File: config.mk
export PLATFORM = sky130hd
export DESIGN_NAME = blkhist_top
export DESIGN_NICKNAME = d
export VERILOG_FILES = /design/src/rtl/bh_pkg.sv /design/src/rtl/bh_encode.sv /design/src/rtl/bh_window.sv /design/src/rtl/bh_shift.sv /design/src/rtl/blkhist_top.sv
export SDC_FILE = /design/constraint.sdc
export NUM_CORES = 1
export LEC_CHECK = 0
export BUFFER_PORTS_ARGS = -buffer_cell sky130_fd_sc_hd__buf_4
export CORE_AREA = 2 2 68 70
export DETAILED_ROUTE_END_ITERATION = 10
export DIE_AREA = 0 0 70 72
export PLACE_DENSITY = 0.78
export SLEW_MARGIN = 5
export SYNTH_ARGS = -nofsm -noshare
export SYNTH_HDL_FRONTEND = slang
export SYNTH_HIERARCHICAL = 1
export SYNTH_SLANG_ARGS = --single-unit
File: constraint.sdc
create_clock -name clk -period 2.3 [get_ports clk]
set_input_delay 0.23 -clock clk [delete_from_list [all_inputs] [get_ports clk]]
set_output_delay 0.23 -clock clk [all_outputs]
set_load 0.005 [all_outputs]
File: src/rtl/bh_pkg.sv
package bh_pkg;
  typedef enum logic [1:0] {PUSH0 = 2'd0, PUSH1 = 2'd1, PUSH2 = 2'd2} push_e;

  function automatic logic blk_bit(input logic dir, input logic half);
    return dir ^ half;
  endfunction
endpackage

File: src/rtl/bh_encode.sv
module bh_encode #(
  parameter int PW = 2,
  localparam int EW = PW + 2
) (
  input  logic          br,
  input  logic          dir,
  input  logic          half,
  input  logic [PW-1:0] path,
  output logic [EW-1:0] ent
);
  import bh_pkg::*;
  // entry layout: {has_bit, bit, path}
  always_comb ent = {br, br & blk_bit(dir, half), path};
endmodule

File: src/rtl/bh_window.sv
module bh_window #(
  parameter int PW    = 2,
  parameter int DEPTH = 3,
  localparam int EW = PW + 2
) (
  input  logic                  clk,
  input  logic                  rst,
  input  logic                  restore,
  input  logic [DEPTH*EW-1:0]   rs_pipe,
  input  bh_pkg::push_e         push,
  input  logic [EW-1:0]         new_old,
  input  logic [EW-1:0]         new_yng,
  output logic [DEPTH*EW-1:0]   ent,
  output logic [EW-1:0]         leave_a,
  output logic                  leave_a_v,
  output logic [EW-1:0]         leave_b,
  output logic                  leave_b_v
);
  import bh_pkg::*;
  logic [EW-1:0] cur [DEPTH];
  logic [EW-1:0] nxt [DEPTH];

  generate
    for (genvar i = 0; i < DEPTH; i++) begin : g_slot
      assign ent[i*EW +: EW] = cur[i];
      always_comb begin
        nxt[i] = cur[i];
        if (push == PUSH1) begin
          nxt[i] = (i == 0) ? new_yng : cur[(i == 0) ? 0 : i-1];
        end else if (push == PUSH2) begin
          if (i == 0)      nxt[i] = new_yng;
          else if (i == 1) nxt[i] = new_old;
          else             nxt[i] = cur[(i < 2) ? 0 : i-2];
        end
      end
      always_ff @(posedge clk) begin
        if (rst)          cur[i] <= '0;
        else if (restore) cur[i] <= rs_pipe[i*EW +: EW];
        else              cur[i] <= nxt[i];
      end
    end
  endgenerate

  // oldest leaves first
  always_comb begin
    leave_a   = cur[DEPTH-1];
    leave_b   = cur[DEPTH-2];
    leave_a_v = !restore && (push != PUSH0);
    leave_b_v = !restore && (push == PUSH2);
  end


  idle_hold_chk: assert property (@(posedge clk) disable iff (rst)
    (push == PUSH0 && !restore) |=> $stable(ent));

  restore_load_chk: assert property (@(posedge clk) disable iff (rst)
    restore |=> (ent == $past(rs_pipe)));

  newest_slot_chk: assert property (@(posedge clk) disable iff (rst)
    (push != PUSH0 && !restore) |=> (ent[EW-1:0] == $past(new_yng)));
endmodule

File: src/rtl/bh_shift.sv
module bh_shift #(
  parameter int HLEN = 21,
  parameter int PW   = 2,
  localparam int EW = PW + 2
) (
  input  logic            clk,
  input  logic            rst,
  input  logic            restore,
  input  logic [HLEN-1:0] rs_hist,
  input  logic [EW-1:0]   lv_a,
  input  logic            lv_a_v,
  input  logic [EW-1:0]   lv_b,
  input  logic            lv_b_v,
  output logic [HLEN-1:0] hist
);
  logic            in_a, in_b;
  logic [HLEN-1:0] step_a, step_b;

  always_comb begin
    in_a   = lv_a_v && lv_a[EW-1];
    in_b   = lv_b_v && lv_b[EW-1];
    step_a = in_a ? {hist[HLEN-2:0], lv_a[EW-2]} : hist;
    step_b = in_b ? {step_a[HLEN-2:0], lv_b[EW-2]} : step_a;
  end

  always_ff @(posedge clk) begin
    if (rst)          hist <= '0;
    else if (restore) hist <= rs_hist;
    else              hist <= step_b;
  end


  hist_keep_chk: assert property (@(posedge clk) disable iff (rst)
    (!restore && !in_a && !in_b) |=> $stable(hist));

  dual_order_chk: assert property (@(posedge clk) disable iff (rst)
    (!restore && in_a && in_b) |=>
      (hist[1:0] == {$past(lv_a[EW-2]), $past(lv_b[EW-2])}));

  restore_hist_chk: assert property (@(posedge clk) disable iff (rst)
    restore |=> (hist == $past(rs_hist)));
endmodule

File: src/rtl/blkhist_top.sv
module blkhist_top #(
  parameter int HLEN = 21,
  parameter int PW   = 2,
  localparam int DEPTH = 3,
  localparam int EW    = PW + 2
) (
  input  logic                clk,
  input  logic                rst,
  input  logic                b0_vld,
  input  logic                b0_br,
  input  logic                b0_dir,
  input  logic                b0_half,
  input  logic [PW-1:0]       b0_path,
  input  logic                b1_vld,
  input  logic                b1_br,
  input  logic                b1_dir,
  input  logic                b1_half,
  input  logic [PW-1:0]       b1_path,
  input  logic                restore,
  input  logic [HLEN-1:0]     rs_hist,
  input  logic [DEPTH*EW-1:0] rs_pipe,
  output logic [HLEN-1:0]     hist_o,
  output logic [DEPTH*PW-1:0] path_o,
  output logic [DEPTH*EW-1:0] ckpt_o
);
  import bh_pkg::*;

  logic [1:0]    l_br, l_dir, l_half;
  logic [PW-1:0] l_path [2];
  logic [EW-1:0] l_ent  [2];
  logic [EW-1:0] new_old, new_yng, lv_a, lv_b;
  logic          lv_a_v, lv_b_v;
  push_e         push;

  always_comb begin
    l_br   = {b1_br, b0_br};
    l_dir  = {b1_dir, b0_dir};
    l_half = {b1_half, b0_half};
    l_path[0] = b0_path;
    l_path[1] = b1_path;
  end

  generate
    for (genvar g = 0; g < 2; g++) begin : g_lane
      bh_encode #(.PW(PW)) u_enc (
        .br(l_br[g]), .dir(l_dir[g]), .half(l_half[g]),
        .path(l_path[g]), .ent(l_ent[g]));
    end
  endgenerate

  // compact valid blocks: the younger valid one always lands in slot 0
  always_comb begin
    new_old = l_ent[0];
    new_yng = b1_vld ? l_ent[1] : l_ent[0];
    case ({b1_vld, b0_vld})
      2'b11:         push = PUSH2;
      2'b01, 2'b10:  push = PUSH1;
      default:       push = PUSH0;
    endcase
  end

  bh_window #(.PW(PW), .DEPTH(DEPTH)) u_win (
    .clk(clk), .rst(rst), .restore(restore), .rs_pipe(rs_pipe),
    .push(push), .new_old(new_old), .new_yng(new_yng), .ent(ckpt_o),
    .leave_a(lv_a), .leave_a_v(lv_a_v), .leave_b(lv_b), .leave_b_v(lv_b_v));

  bh_shift #(.HLEN(HLEN), .PW(PW)) u_hist (
    .clk(clk), .rst(rst), .restore(restore), .rs_hist(rs_hist),
    .lv_a(lv_a), .lv_a_v(lv_a_v), .lv_b(lv_b), .lv_b_v(lv_b_v),
    .hist(hist_o));

  generate
    for (genvar i = 0; i < DEPTH; i++) begin : g_path
      assign path_o[i*PW +: PW] = ckpt_o[i*EW +: PW];
    end
  endgenerate


  nobranch_bit_chk: assert property (@(posedge clk) disable iff (rst)
    (b1_vld && !b1_br && !restore) |=> (ckpt_o[EW-1:EW-2] == 2'b00));
endmodule

==> impl_metrics.csv, run 1 <==
group,metric,value,unit
drt,drt-initial-drc-count,97,
worst_setup_path,crit_fanout,20,
finish,syn2layout_area_growth,34.19,%
drt,dr_total_vias,1659,
logic_synthesis,syn_nets,239,
place,gp_congestion,0.7862,
sta,setup_tns,0,ns
floorplanning,dieArea,5040,um2
finish,antennaDiodeCount,0,
clocking,cts_resized,0,
clocking,cts_setup_buffers,0,
sta,clock.fmax,0.5080,GHz
worst_setup_path,cp-start-kind,"primary input",
power_and_ir_drop,vdd_drop_max,0.2995,mV
worst_setup_path,worstSetupEndpointType,"flop",
status,status,"finished, final reports clean",
power_and_ir_drop,leakagePower,1.278,nW
clocking,root_buffer,"clkbuf_8",
finish,final_area,2608,um2
drt,wl,4.659,mm
floorplanning,start_util,45.57,%
floorplanning,design.portCount,87,
clocking,cts_buffers,5,
clocking,clkTransAtPathRegs,0.07,ns
clocking,clkSinkCount,33,
run,maxCapViolations,0,
global_route,grt_pass1_wl,7.410,mm
logic_synthesis,netlist_area,1943,um2
place,dp_slack,0.07176,ns
worst_setup_path,cp.arrival,2.12,ns
drt,drt-vias-per-instance,5.369,
drt,drt-pass1-iter-count,4,
sta,worst_slew_pin_slew,0.6179,ns
drt,drc_errors,0,
global_route,grt_start_max_net_pins,22,
floorplanning,core_region_area,4264,um2
hold_path,hp-class,"in -> reg",
sta,rsz0062_at_grt,"no",
sta,drv_slew,0,
global_route,antenna_found_initial,0,
floorplanning,die_y,72,um
sta,hold_slack,0.1507,ns
sta,slew_headroom,58.80,%
sta,setup-violations-final,0,
finish,final_common_cell,"buf_4",
logic_synthesis,ys_warn_count,6,
sta,finalCritPeriodShare,85.58,%
drt,antenna_left,0,
place,place_area,2484,um2
worst_setup_path,critPathRequiredTime,2.46,ns
worst_setup_path,rrSetupSlack,0.83,ns
finish,final_nets,309,
floorplanning,dieWidth,70,um
logic_synthesis,synth.avg_cell_area,10.45,um2
sta,setup_slack,0.3317,ns
clocking,clk_path_buf_depth,2,
logic_synthesis,netlist_instances,186,
global_route,grt_pass1_vias,1644,
sta,fin_crit,1.968,ns
finish,drive_gt1_share,41.25,%
sta,clock_skew,0.008177,ns
clocking,cts_tree,"yes",
drt,wl_per_cell,15.08,um
clocking,h-tree-depth,2,
worst_setup_path,critical_path_class,"in -> reg",
sta,hold_viol,0,
clocking,clk_latency,0.28,ns
finish,fill_cells,376,
global_route,grt-ovfl-total,0,
place,port_buffers,86,
place,dp_hpwl,3.579,mm
finish,most-common-layout-cells,"buf_4, mux2i_1, nand2_1",
clocking,hold_buffers,0,
global_route,grtUsageTotal,18.14,%
floorplanning,row_count,24,
power_and_ir_drop,p_per_area,613.0,nW/um2
[flip-flops by register name (all words and copies together) (netlist names)]
name and count:
u_win/cur 12, u_hist/hist 21
[routing by layer]
metal  part of all wire (%)  GRT usage, %  up-vias
li1                       -             -      814
met1                     41         21.19      789
met2                     52         32.91       49
met3                    5.4         4.861        7
met4                    1.5         5.128        0
met5                      0             0        -
[worst max-delay path, cell delays in order]
cell and delay (ns):
buf_4 0.14, ha_1 0.32, inv_1 0.11, ha_1 0.17, nor2b_1 0.28, a211o_1 0.58, o21bai_1 0.20, o211ai_1 0.09
[final timing paths]
check / from / endpoint / depth (start not counted)
max: b1_vld / u_hist/hist[20] / 8
min: rs_hist[16] / u_hist/hist[16] / 3
max reg2reg: u_win/cur[2][3] / u_hist/hist[4] / 4
min reg2reg: u_win/cur[1][2] / u_hist/hist[0] / 2
[where the power goes]
part           switching [W]  internal [W]
Sequential         0.0000406      0.000661
Clock               0.000207      0.000343
Combinational       0.000146      0.000202
Total               0.000393       0.00121
[final cells by class]
| class | instances | area [um2] | area share (%) |
|---|---|---|---|
| repair buffers | 90 | 675.6 | 25.91 |
| well taps | 52 | 65.06 | 2.495 |
| clock buffers | 7 | 118.9 | 4.559 |
| multi-input cells | 123 | 950.9 | 36.47 |
| clock inverters | 1 | 5.005 | 0.1919 |
| flip-flops and latches | 33 | 780.7 | 29.94 |
| inverters | 3 | 11.26 | 0.4319 |
[metrics by stage]
stage	power (W)	utilization, %	cells
after global placement	0.001053	58.25	301
after floorplan	0.0009077	-	186
after CTS	0.001612	61.15	309
after detailed placement	0.001064	58.25	301
after global routing	0.001669	61.15	309
final	0.001598	61.15	309
Note: power is estimated with default switching activity, not from simulation.
==> run 2: changes to the inputs <==
--- a/config.mk
+++ b/config.mk
@@ -6,10 +6,10 @@
 export NUM_CORES = 1
 export LEC_CHECK = 0
 export BUFFER_PORTS_ARGS = -buffer_cell sky130_fd_sc_hd__buf_4
-export CORE_AREA = 2 2 68 70
+export CORE_AREA = 2 2 95 51
 export DETAILED_ROUTE_END_ITERATION = 10
-export DIE_AREA = 0 0 70 72
-export PLACE_DENSITY = 0.78
+export DIE_AREA = 0 0 97 53
+export PLACE_DENSITY = 0.8
 export SLEW_MARGIN = 5
 export SYNTH_ARGS = -nofsm -noshare
 export SYNTH_HDL_FRONTEND = slang
==> run 2 against run 1 <==
  * Combinational power about the same
  * Worst setup slack better by 0.023 ns
  * First-iteration DRC count up 51%
  * Die area up 2.0%
  * Global-route usage up 2.0 points
  * Fmax up 1.2%
  * Cell count up 1.6%
  * Via count up 0.30%
  * Cell area down 0.62%
  * Non-clock buffer count unchanged
  * Routed wire length up 3.9%
  * Critical path type unchanged
  * Highest routed layer unchanged
==> impl_metrics.csv, run 2 (synthesis results as in run 1) <==
group,metric,value,unit
status,status,"finished, final reports clean",
sta,hold_viol,0,
clocking,cts_setup_buffers,0,
worst_setup_path,crit_family,"compound AO/OA/AOI/OAI gates",
clocking,clkSinkCount,33,
power_and_ir_drop,leakagePower,1.268,nW
floorplanning,core_region_area,4275,um2
global_route,grtUsageTotal,20.18,%
worst_setup_path,critical-path-slowest-cell,"a211o_1",
floorplanning,dieWidth,97,um
finish,final_common_cell,"buf_4",
power_and_ir_drop,finalPower,0.001529,W
drt,wl_per_cell,15.41,um
worst_setup_path,startpoint,"b1_vld",
sta,setup-violations-final,0,
sta,drv_slew,0,
hold_path,hp-class,"in -> reg",
floorplanning,row_count,17,
worst_setup_path,crit-reg2reg-launch,"u_win/cur[2][3]",
sta,worst_slew_pin_slew,0.6534,ns
place,dp_slack,0.07539,ns
worst_setup_path,cp.arrival,2.11,ns
power_and_ir_drop,vdd_drop_max,0.2780,mV
floorplanning,start_util,45.45,%
finish,regMostFlops,"u_hist/hist",
floorplanning,dieArea,5141,um2
drt,antenna_left,0,
finish,final_nets,309,
clocking,cts_tree,"yes",
sta,slew_headroom,56.44,%
clocking,root_buffer,"clkbuf_8",
sta,clock.fmax,0.5139,GHz
drt,drc_errors,0,
drt,drt-initial-drc-count,146,
worst_setup_path,crit_fanout,20,
finish,reg_top3,"u_hist/hist: 21 flops, u_win/cur: 12 flops",
clocking,clk_path_buf_depth,2,
place,gp_congestion,0.7410,
global_route,grt_pass1_vias,1578,
sta,setup_tns,0,ns
sta,fin_crit,1.946,ns
clocking,cts_resized,0,
finish,drive_gt1_share,41.25,%
finish,syn2layout_area_growth,33.36,%
clocking,hold_buffers,0,
clocking,clk_latency,0.29,ns
global_route,antenna_found_initial,0,
clocking,clkTransAtPathRegs,0.07,ns
worst_setup_path,critical_path_class,"in -> reg",
worst_setup_path,max_stage_delay,0.60,ns
hold_path,worstHoldStart,"rs_hist[12]",
finish,largest_register_ffs,21,
global_route,grt_pass1_wl,7.831,mm
finish,most-common-layout-cells,"buf_4, mux2i_1, nand2_1",
worst_setup_path,critPathRequiredTime,2.47,ns
drt,drt-pass1-iter-count,4,
clocking,h-tree-depth,2,
drt,wl,4.840,mm
global_route,grt_start_max_net_pins,22,
floorplanning,design.portCount,87,
sta,clock_skew,0.004599,ns
floorplanning,die_y,53,um
clocking,cts_buffers,5,
place,dp_hpwl,3.670,mm
worst_setup_path,worstSetupEndpointType,"flop",
worst_setup_path,cp_common_cell,"ha_1",
worst_setup_path,cp-start-kind,"primary input",
drt,dr_total_vias,1664,
worst_setup_path,critPathBufInv,2,
drt,drt-vias-per-instance,5.299,
sta,finalCritPeriodShare,84.60,%
sta,rsz0062_at_grt,"no",
sta,setup_slack,0.3543,ns
global_route,grt-ovfl-total,0,
power_and_ir_drop,p_per_area,590.0,nW/um2
worst_setup_path,crit_chain,"buf_4, ha_1, inv_1, ha_1, nor2b_1, a211o_1, o21bai_1, o211ai_1",
run,maxCapViolations,0,
place,port_buffers,86,
finish,antennaDiodeCount,0,
[run 2: cell counts in the layout (fill, tap and decap cells not counted)]
Identical to the previous run, type by type.
[run 2: power by group]
group          internal, W  switching, W  total (W)
clock             0.000270      0.000207   0.000477
combinational     0.000201      0.000147   0.000348
sequential        0.000661     0.0000427   0.000704
[run 2: layout make-up]
cell class                      instances  area (um2)
Sequential cell                        33       780.7
Multi-Input combinational cell        123       950.9
Clock buffer                            7       96.34
Fill cell                             371        1684
Inverter                                3       11.26
Clock inverter                          1       5.005
Tap cell                               57       71.32
Timing Repair Buffer                   90       675.6
[run 2: worst register-to-register path: stages (launching register included)]
cell	delay (ns)
edfxtp_1	0.45
nand2_2	0.08
buf_4	0.31
mux2i_1	0.34
o221ai_1	0.19
[run 2: layer usage]
layer | part of all wire (%) | track usage, % | vias up
li1 | - | - | 817
met1 | 48 | 27.83 | 766
met2 | 42 | 29.51 | 73
met3 | 8.4 | 6.077 | 8
met4 | 1.3 | 8.451 | 0
met5 | 0 | 0 | -
[run 2: path summary, 6_finish.rpt]
kind                                         to  slack, ns  depth (start not counted)
worst max-delay path            u_hist/hist[20]       0.35                          8
worst min-delay path            u_hist/hist[12]       0.14                          3
worst max register to register   u_hist/hist[3]       0.78                          4
worst min register to register   u_hist/hist[7]       0.64                          2
[run 2: per-stage QoR]
step	instance area, um2	std cells	utilization (%)	hold WS, ns
finish	2591	314	60.61	0.1422
global route	2591	314	60.61	0.1470
CTS	2591	314	60.61	0.1369
detailed placement	2490	306	58.24	0.4403
global placement	2490	306	58.24	0.4371
floorplan	1943	186	-	0.3438
==> run 3: changes to the inputs <==
==> constraint.sdc (replaced) <==
create_clock -name clk -period 1.9 [get_ports clk]
set_input_delay 0.19 -clock clk [delete_from_list [all_inputs] [get_ports clk]]
set_output_delay 0.19 -clock clk [all_outputs]
set_load 0.005 [all_outputs]
==> run 3 against run 2 <==
  * Cell area up 1.9%
  * Count of clock-buffer cells in the layout down 1
  * Non-clock buffer count up 4
  * Routed wire length rose by 1.3%
  * Sequential power increased by 21%
  * Die area did not move
  * Cell count grew 1.3%
  * First-iteration DRC count shrank 17%
  * Core utilization is 1.1 points higher
  * Largest power group unchanged
  * Highest routed layer unchanged
==> impl_metrics.csv, run 3 (synthesis results as in run 1) <==
group,metric,value,unit
sta,finalCritPeriodShare,83.54,%
finish,final_nets,313,
global_route,grt-ovfl-total,0,
finish,final_common_cell,"buf_4",
drt,drc_errors,0,
sta,fin_crit,1.587,ns
worst_setup_path,cp.arrival,1.74,ns
finish,final_util,61.75,%
place,gp_congestion,0.8373,
power_and_ir_drop,vdd_drop_max,0.2602,mV
worst_setup_path,critical-path-slowest-cell,"ha_1",
floorplanning,start_util,45.45,%
clocking,hold_buffers,0,
worst_setup_path,rrSetupSlack,0.53,ns
power_and_ir_drop,p_per_area,678.4,nW/um2
hold_path,hp-class,"in -> reg",
sta,setup-violations-final,0,
sta,drv_slew,0,
clocking,clkTransAtPathRegs,0.07,ns
global_route,grt_start_max_net_pins,22,
worst_setup_path,critPathRequiredTime,2.05,ns
worst_setup_path,cp.depth,9,
finish,largest_register_ffs,21,
global_route,grt_pass1_wl,8.004,mm
drt,highest_layer,"met4",
sta,clock_skew,0.004006,ns
clocking,cts_setup_buffers,0,
worst_setup_path,rr_worst_depth,4,
clocking,clkSinkCount,33,
finish,reg_top3,"u_hist/hist: 21 flops, u_win/cur: 12 flops",
floorplanning,dieArea,5141,um2
sta,hold_slack,0.1090,ns
sta,hold_viol,0,
clocking,clk_latency,0.28,ns
drt,antenna_left,0,
clocking,cts_tree,"yes",
worst_setup_path,crit_fanout,20,
clocking,clk_path_buf_depth,2,
floorplanning,design.portCount,87,
sta,worst_slew_pin_slew,0.3664,ns
worst_setup_path,crit_family,"adder cells",
run,maxCapViolations,0,
worst_setup_path,critical_path_class,"in -> reg",
drt,drt-vias-per-instance,5.299,
finish,drive_gt1_share,41.76,%
worst_setup_path,cp_common_cell,"ha_1",
drt,dr_wl_met3,369,um
drt,drt-initial-drc-count,121,
finish,stdcell_count,318,
power_and_ir_drop,finalPower,0.001791,W
floorplanning,row_count,17,
clocking,cts_resized,0,
drt,wl_met2,2.104,mm
drt,met1_length,2.416,mm
global_route,antenna_found_initial,0,
clocking,root_buffer,"clkbuf_8",
floorplanning,dieWidth,97,um
worst_setup_path,reg2reg_to,"u_hist/hist[11]",
clocking,h-tree-depth,2,
drt,drt-pass1-iter-count,4,
drt,wl,4.904,mm
finish,fill_cells,376,
sta,rsz0062_at_grt,"no",
sta,clock.fmax,0.6300,GHz
worst_setup_path,crit-reg2reg-launch,"u_win/cur[2][3]",
finish,antennaDiodeCount,0,
clocking,cts_buffers,5,
worst_setup_path,worstSetupEndpointType,"flop",
sta,setup_tns,0,ns
finish,regMostFlops,"u_hist/hist",
global_route,grtUsageTotal,20.15,%
place,dp_cells,310,
finish,most-common-layout-cells,"buf_4, mux2i_1, nand2_1",
floorplanning,core_region_area,4275,um2
worst_setup_path,startpoint,"b1_vld",
worst_setup_path,critPathBufInv,3,
global_route,grt_pass1_vias,1646,
drt,dr_total_vias,1685,
finish,syn2layout_area_growth,35.87,%
drt,wl_per_cell,15.42,um
worst_setup_path,max_stage_delay,0.31,ns
worst_setup_path,critical_path.endpoint,"u_hist/hist[11]",
sta,slew_headroom,75.58,%
status,status,"finished, final reports clean",
power_and_ir_drop,leakagePower,1.296,nW
place,port_buffers,86,
place,dp_hpwl,3.830,mm
worst_setup_path,cp-start-kind,"primary input",
floorplanning,die_y,53,um
worst_setup_path,crit_chain,"buf_4, ha_1, inv_1, ha_1, nor2_1, nand2_2, buf_12, mux2i_1, o221ai_1",
[run 3: cell type report]
type | instances | area [um2] | area share, %
inverters | 3 | 11.26 | 0.4265
well taps | 57 | 71.32 | 2.701
repair buffers | 94 | 743.2 | 28.15
clock buffers | 6 | 72.57 | 2.749
clock inverters | 2 | 10.01 | 0.3791
multi-input cells | 123 | 950.9 | 36.02
flip-flops and latches | 33 | 780.7 | 29.57
[run 3: stage by stage]
stage / cell area, um2 / worst slack [ns]
2_1_floorplan: 1943 / 0.1355
3_3_place_gp: 2557 / 0.08319
3_5_place_dp: 2557 / 0.01082
4_1_cts: 2640 / 0.3203
5_1_grt: 2640 / 0.1902
6_report: 2640 / 0.3128
[run 3: worst min path at each step]
stage	cells after the start	endpoint	start	slack, ns
finish	3	u_hist/hist[7]	rs_hist[7]	0.11
global route	3	u_hist/hist[12]	rs_hist[12]	0.11
CTS	3	u_hist/hist[7]	rs_hist[7]	0.1
detailed placement	3	u_hist/hist[7]	rs_hist[7]	0.40
global placement	3	u_hist/hist[8]	rs_hist[8]	0.40
floorplan	1	u_hist/hist[0]	rst	0.30
[run 3: worst reg2reg max path: stages, from the launching register on]
cell      delay [ns]
edfxtp_1        0.47
nand2_2         0.14
buf_12          0.19
mux2i_1         0.29
o221ai_1        0.16
[run 3: per-layer routing]
metal	global-route usage (%)	vias up
li1	-	825
met1	27.40	783
met2	31.13	75
met3	6.737	2
met4	4.930	0
met5	0	-
[run 3: power by group]
part,total (W),leakage [nW],switching (W),internal [W]
clock network,0.000499,0.0450,0.000246,0.000254
registers,0.000854,0.307,0.0000543,0.000800
logic,0.000437,0.945,0.000182,0.000256
total,0.00179,1.30,0.000482,0.00131
